## config.mk

```make
export PLATFORM = sky130hd
export DESIGN_NAME = pingPongReverser
export DESIGN_NICKNAME = d
export VERILOG_FILES = /design/src/rtl/pprPkg.sv /design/src/rtl/pprCtrl.sv /design/src/rtl/pprData.sv /design/src/rtl/pingPongReverser.sv
export SDC_FILE = /design/constraint.sdc
export NUM_CORES = 1
export LEC_CHECK = 0
export BUFFER_PORTS_ARGS = -buffer_cell sky130_fd_sc_hd__buf_2
export CAP_MARGIN = 25
export CORE_MARGIN = 2
export CORE_UTILIZATION = 65
export CTS_BUF_LIST = sky130_fd_sc_hd__clkbuf_4
export CTS_CLUSTER_DIAMETER = 40
export CTS_CLUSTER_SIZE = 20
export DETAILED_ROUTE_END_ITERATION = 10
export GPL_ROUTABILITY_DRIVEN = 0
export PLACE_DENSITY = 0.82
export RECOVER_POWER = 50
export SETUP_SLACK_MARGIN = 0.4
export SLEW_MARGIN = 5
export SYNTH_ARGS = -nofsm -noshare
export SYNTH_HDL_FRONTEND = slang
export SYNTH_HIERARCHICAL = 1
export SYNTH_SLANG_ARGS = --single-unit
```

## constraint.sdc

```tcl
create_clock -name clk -period 4.6 [get_ports clk]
set_input_delay 0.46 -clock clk [delete_from_list [all_inputs] [get_ports clk]]
set_output_delay 0.46 -clock clk [all_outputs]
set_load 0.01 [all_outputs]
```

## src/rtl/pprPkg.sv

```systemverilog
package pprPkg;

  // Per-cycle command from control to datapath
  typedef struct packed {
    logic wrEn;      // store sampleIn into the collecting bank
    logic wrBank;    // 0 = bank A, 1 = bank B
    logic rdValid;   // playing bank still holds an entry this cycle
    logic rdBank;    // bank being played out
    logic passMode;  // reversal disabled: plain delay
  } pprCmd_t;

endpackage

```

## src/rtl/pprCtrl.sv

```systemverilog
module pprCtrl
  import pprPkg::*;
#(
  parameter int DEPTH = 16,
  localparam int IDX_W = (DEPTH > 1) ? $clog2(DEPTH) : 1,
  localparam int CNT_W = $clog2(DEPTH + 1)
) (
  input  logic             clk,
  input  logic             rst,
  input  logic             xferStrobe,
  input  logic             revEnable,
  output pprCmd_t          cmd,
  output logic [IDX_W-1:0] wrIdx,
  output logic [IDX_W-1:0] rdIdx
);

  logic             strobePrev;
  logic             wrSel;
  logic [CNT_W-1:0] wrCnt;
  logic [CNT_W-1:0] rdCnt;

  logic             wrSelNext;
  logic [CNT_W-1:0] wrCntNext;
  logic [CNT_W-1:0] rdCntNext;
  logic             swapNow;
  logic             bankFull;

  assign swapNow  = revEnable && strobePrev && !xferStrobe;
  assign bankFull = (wrCnt >= CNT_W'(DEPTH));

  always_comb begin
    cmd          = '0;
    cmd.passMode = !revEnable;
    wrIdx        = '0;
    rdIdx        = '0;
    wrSelNext    = wrSel;
    wrCntNext    = wrCnt;
    rdCntNext    = rdCnt;
    if (!revEnable) begin
      wrSelNext = 1'b0;
      wrCntNext = '0;
      rdCntNext = '0;
    end else if (swapNow) begin
      // new segment starts in the other bank; old collecting bank plays out
      cmd.wrEn    = 1'b1;
      cmd.wrBank  = !wrSel;
      wrIdx       = '0;
      cmd.rdBank  = wrSel;
      cmd.rdValid = (wrCnt != '0);
      rdIdx       = IDX_W'(wrCnt - CNT_W'(1));
      wrSelNext   = !wrSel;
      wrCntNext   = CNT_W'(1);
      rdCntNext   = (wrCnt == '0) ? '0 : wrCnt - CNT_W'(1);
    end else begin
      cmd.wrEn    = !bankFull;
      cmd.wrBank  = wrSel;
      wrIdx       = IDX_W'(wrCnt);
      cmd.rdBank  = !wrSel;
      cmd.rdValid = (rdCnt != '0);
      rdIdx       = IDX_W'(rdCnt - CNT_W'(1));
      wrCntNext   = bankFull ? wrCnt : wrCnt + CNT_W'(1);
      rdCntNext   = (rdCnt == '0) ? '0 : rdCnt - CNT_W'(1);
    end
  end

  always_ff @(posedge clk) begin
    if (rst) begin
      strobePrev <= 1'b0;
      wrSel      <= 1'b0;
      wrCnt      <= '0;
      rdCnt      <= '0;
    end else begin
      strobePrev <= xferStrobe;
      wrSel      <= wrSelNext;
      wrCnt      <= wrCntNext;
      rdCnt      <= rdCntNext;
    end
  end

  // a sampled falling edge in reversal mode always flips the collecting bank
  p_swap_on_edge_r2: assert property (@(posedge clk) disable iff (rst)
    (revEnable && strobePrev && !xferStrobe) |=> (wrSel != $past(wrSel)));

  // without a falling edge the collecting bank holds
  p_no_swap_r2: assert property (@(posedge clk) disable iff (rst)
    (revEnable && !(strobePrev && !xferStrobe)) |=> $stable(wrSel));

  // fill count never exceeds bank depth
  p_no_overflow_r7: assert property (@(posedge clk) disable iff (rst)
    (wrCnt <= CNT_W'(DEPTH)) && (rdCnt <= CNT_W'(DEPTH)));

  // consecutive reads inside a segment walk down by one entry
  p_rd_order_r3: assert property (@(posedge clk) disable iff (rst)
    (cmd.rdValid && !swapNow && revEnable && $past(cmd.rdValid) && $past(revEnable))
      |-> (rdIdx == $past(rdIdx) - IDX_W'(1)));

  // delay mode leaves both banks empty
  p_flush_r8: assert property (@(posedge clk) disable iff (rst)
    !revEnable |=> (wrCnt == '0 && rdCnt == '0 && wrSel == 1'b0));

endmodule

```

## src/rtl/pprData.sv

```systemverilog
module pprData
  import pprPkg::*;
#(
  parameter int DATA_W = 12,
  parameter int DEPTH  = 16,
  localparam int IDX_W = (DEPTH > 1) ? $clog2(DEPTH) : 1
) (
  input  logic              clk,
  input  logic              rst,
  input  logic [DATA_W-1:0] sampleIn,
  input  pprCmd_t           cmd,
  input  logic [IDX_W-1:0]  wrIdx,
  input  logic [IDX_W-1:0]  rdIdx,
  output logic [DATA_W-1:0] sampleOut
);

  logic [1:0][DATA_W-1:0] bankRd;

  for (genvar g = 0; g < 2; g++) begin : g_bank
    logic [DATA_W-1:0] mem [DEPTH];

    always_ff @(posedge clk) begin
      if (cmd.wrEn && (cmd.wrBank == 1'(g)))
        mem[wrIdx] <= sampleIn;
    end

    assign bankRd[g] = mem[rdIdx];
  end

  always_ff @(posedge clk) begin
    if (rst)
      sampleOut <= '0;
    else if (cmd.passMode)
      sampleOut <= sampleIn;
    else if (cmd.rdValid)
      sampleOut <= bankRd[cmd.rdBank];
    else
      sampleOut <= '0;
  end

  // delay mode reproduces the previous input
  p_pass_delay_r6: assert property (@(posedge clk) disable iff (rst)
    cmd.passMode |=> (sampleOut == $past(sampleIn)));

  // nothing left to play gives a zero output
  p_empty_zero_r5: assert property (@(posedge clk) disable iff (rst)
    (!cmd.passMode && !cmd.rdValid) |=> (sampleOut == '0));

  // never write and read the same bank in one cycle
  p_bank_split_r4: assert property (@(posedge clk) disable iff (rst)
    (cmd.wrEn && cmd.rdValid) |-> (cmd.wrBank != cmd.rdBank));

endmodule

```

## src/rtl/pingPongReverser.sv

```systemverilog
module pingPongReverser
  import pprPkg::*;
#(
  parameter int DATA_W = 12,
  parameter int DEPTH  = 16,
  localparam int IDX_W = (DEPTH > 1) ? $clog2(DEPTH) : 1
) (
  input  logic              clk,
  input  logic              rst,
  input  logic [DATA_W-1:0] sampleIn,
  input  logic              xferStrobe,
  input  logic              revEnable,
  output logic [DATA_W-1:0] sampleOut
);

  pprCmd_t          cmd;
  logic [IDX_W-1:0] wrIdx;
  logic [IDX_W-1:0] rdIdx;

  pprCtrl #(.DEPTH(DEPTH)) ctrl_i (
    .clk        (clk),
    .rst        (rst),
    .xferStrobe (xferStrobe),
    .revEnable  (revEnable),
    .cmd        (cmd),
    .wrIdx      (wrIdx),
    .rdIdx      (rdIdx)
  );

  pprData #(.DATA_W(DATA_W), .DEPTH(DEPTH)) data_i (
    .clk       (clk),
    .rst       (rst),
    .sampleIn  (sampleIn),
    .cmd       (cmd),
    .wrIdx     (wrIdx),
    .rdIdx     (rdIdx),
    .sampleOut (sampleOut)
  );

endmodule

```

==> results summary <==
The flow ran to the end, but the final reports show violations. The checks that failed: capacitance limit, slew limit. The cell area after placement came out at 17100 µm². The initial utilization of the core area, before any placement, comes to 0.656. The number of enable-type register cells in the synthesized netlist is 384. The class of the worst hold path is in -> reg. The number of sinks handled by clock tree synthesis is between 400 and 500. The number of max-slew violations in the final report is between 400 and 500. The minimum clock period is around 3.8 ns. The number of max-cap violations is 12. The initial antenna violation count came out at 1.

The final setup skew is between 0.04 and 0.05 ns. The die footprint is around 26000 µm². The routed length per placed instance is about 27 µm. The fraction of layout instances using a drive strength above 1 came out at 0.219. The vertical die dimension came out at 163 µm. The worst setup path is launched from an input pin.

The number of warning messages in the yosys log came out at 6. In this run the power density over the cells is 485 nW/µm². The post-synth net total came out at between 900 and 1000. The number of placed instances with taps included is approximately 1200. The sequential area share after synthesis is 0.733.

The number of cells produced by synthesis is between 800 and 900. Wires add up to ~36000 µm. The maximum clock rate came out at about 260 MHz. The headroom to the max-slew limit is -0.268.

The detailed router finished its first iteration with between 1000 and 1500 violations. The global-route usage over all layers is 0.278. The DRC violations left is 0. The remaining number of nets flagged by the antenna check after routing came out at 0. TritonCTS built the clock tree. The cell count of the worst hold path is 2. The final cell count without fillers came out at 1307.

The CTS H-tree depth came out at 2. Yosys instantiated no cell more often than sky130_fd_sc_hd__edfxtp_1. The final core utilization is 0.713. The cell depth of the worst flop-to-flop path is 8. After synthesis, the most frequently instantiated cells are 384 x sky130_fd_sc_hd__edfxtp_1, 85 x sky130_fd_sc_hd__mux2i_1, 60 x sky130_fd_sc_hd__mux4_2, 44 x sky130_fd_sc_hd__nor2_1, 28 x sky130_fd_sc_hd__nand2_1. Synthesis instantiated 50 different standard cells from the library. The area of the mapped netlist came out at between 15000 and 20000 µm². The final period utilization is 0.832. The cell at the root of the clock tree is sky130_fd_sc_hd__clkbuf_4. The finished layout cell area is 17800 µm².

Entering global routing, the biggest net connects between 50 and 60 pins. Final hold analysis gives a worst-case slack of approximately 0.094 ns. Row generation in the floorplan step produced between 50 and 60 rows.

The required arrival time at the worst endpoint is around 5.2 ns. The placed wire-length estimate is 21900 µm. TritonCTS created 40 clock buffers. The final setup TNS came out at 0 ns.

The area overhead of the layout relative to synthesis is 8.72%. The number of synthesized register bits came out at between 400 and 500. The critical path is of the in -> reg type. 28 I/O pins were placed. By area the synthesized netlist is led by sky130_fd_sc_hd__edfxtp_1 70%, sky130_fd_sc_hd__mux4_2 8.3%, sky130_fd_sc_hd__mux2i_1 5.2%. The residual overflow from global routing is 0. STA classifies the critical path endpoint as a flop. The worst IR drop on VDD is 0.348 mV. After clock tree synthesis, the clock-pin slew on the worst setup and hold paths is roughly 0.16 ns. Setup violations remaining at the end of the flow were counted as 0. Setup repair after global routing left no endpoint under its margin.

The die width came out at roughly 160 µm. The buffer levels on the longest clock path is 3. The number of failing hold endpoints at the final stage was 0. The share of synthesized area in the top cell type comes to 0.704. The via count of the first global-routing pass is ~8600. Gates resized during post-CTS repair numbered 0. At the pin with the least slew margin, the transition time is approximately 1.9 ns. The layout net count came out at 968. The later pin in the worst-skew pair is clocked with a latency of roughly 0.7 ns. The via density per instance is ~6.7. The leakage power of the design came out at 5.79 nW. The detailed-router iteration count before antenna repair is 7. The area of the core is roughly 25000 µm². The cell type with the largest total area after synthesis is sky130_fd_sc_hd__edfxtp_1. Input and output buffers added on the ports amount to 27. The data arrival time of the worst path came out at ~4.4 ns.

The most used flip-flop cell after synthesis is sky130_fd_sc_hd__edfxtp_1. The wire length of the first global-routing pass is 53000 µm. The via total after detailed routing came out at slightly below 9000. Averaged over all synthesized cells, the footprint is between 15 and 20 µm².

The fraction of registers with async set/reset is 0. In this run the worst path has a maximum fanout of 23.
metal layers:
metal,global-route usage,routed length (µm),up-vias
met5,0,0,-
met1,0.387,13700,4438
met2,0.441,17100,476
met4,0.103,1310,0
li1,-,-,3724
met3,0.0621,3510,85
power breakdown:
group / internal (mW) / leakage, nW / switching, mW
sequential: 4.12 / 3.66 / 0.0487
clock: 0.798 / 0.372 / 1.34
combinational: 0.970 / 1.77 / 1.35
total: 5.89 / 5.79 / 2.74
logic make-up (layout without fill, tap and decap cells):
| family | count (synthesis) | after routing | synth area share |
|---|---|---|---|
| xor gates and xnor gates | 10 | 10 | 0.00535 |
| adders and majority gates | 5 | 5 | 0.00382 |
| DFF | 408 | 408 | 0.733 |
| and+or+nand+nor | 138 | 138 | 0.0432 |
| other | 0 | 1 | 0 |
| buffers and inverters | 59 | 154 | 0.0187 |
| muxes | 157 | 157 | 0.143 |
| AOI/OAI and AO/OA | 104 | 104 | 0.0527 |
per-stage QoR:
stage / worst slack, ns / total power [mW]
detailed placement: 0.844 / 6.53
global route: 0.563 / 8.91
CTS: 1.08 / 8.62
floorplan: 1.93 / 5.82
finish: 0.771 / 8.63
global placement: 0.912 / 6.48
area by class of cell:
class                           instances  area (µm²)
Sequential cell                       408       12000
Inverter                                6        22.5
Multi-Input combinational cell        414        4090
Timing Repair Buffer                   77         537
Antenna cell                            1        2.50
Tap cell                              330         413
Fill cell                            1561        7160
Clock buffer                           43         323
Clock inverter                         28         402
final timing paths:
check	from	slack (ns)	to
max reg2reg	ctrl_i/strobePrev$_SDFF_PP0_	0.87	data_i/sampleOut[11]$_SDFF_PP0_
min reg2reg	ctrl_i/wrCnt[1]$_SDFFE_PP0N_	0.59	ctrl_i/wrCnt[1]$_SDFFE_PP0N_
min	rst	0.09	ctrl_i/strobePrev$_SDFF_PP0_
max	xferStrobe	0.77	data_i/sampleOut[11]$_SDFF_PP0_
cells in the final DEF (no fill, tap or decap), types with 10 or more instances in the layout:
cell / n
sky130_fd_sc_hd__edfxtp_1: 384
sky130_fd_sc_hd__mux2i_1: 85
sky130_fd_sc_hd__mux4_2: 60
sky130_fd_sc_hd__buf_4: 45
sky130_fd_sc_hd__nor2_1: 44
sky130_fd_sc_hd__clkbuf_4: 43
sky130_fd_sc_hd__nand2_1: 28
sky130_fd_sc_hd__dfxtp_1: 24
sky130_fd_sc_hd__a22oi_1: 24
sky130_fd_sc_hd__clkbuf_1: 21
sky130_fd_sc_hd__a21oi_1: 16
sky130_fd_sc_hd__nand3_1: 15
sky130_fd_sc_hd__mux2_2: 12
sky130_fd_sc_hd__and2_1: 11
sky130_fd_sc_hd__a21o_1: 10
repair_timing:
| item | 4_1_cts | 5_1_grt |
|---|---|---|
| hold endpoints to repair | 1 | 0 |
| hold buffers | 1 | 0 |
| buffers inserted | 0 | 0 |
critical path: stages:
cell and delay (ns):
sky130_fd_sc_hd__dlygate4sd3_1 0.53, sky130_fd_sc_hd__clkbuf_1 0.12, sky130_fd_sc_hd__nand3b_1 0.47, sky130_fd_sc_hd__nand2_1 0.33, sky130_fd_sc_hd__o22ai_4 0.66, sky130_fd_sc_hd__buf_12 0.30
sky130_fd_sc_hd__mux4_2 0.54, sky130_fd_sc_hd__mux2_2 0.29, sky130_fd_sc_hd__a2111oi_2 0.58, sky130_fd_sc_hd__a2111oi_1 0.11
registers in the layout, summed over array words and instances, names as in the netlist:
name               cells
data_i/g_bank.mem    384
data_i/sampleOut      12
ctrl_i/rdCnt           5
ctrl_i/wrCnt           5
ctrl_i/strobePrev      1
ctrl_i/wrSel           1
(Power assumes the default switching activity.)
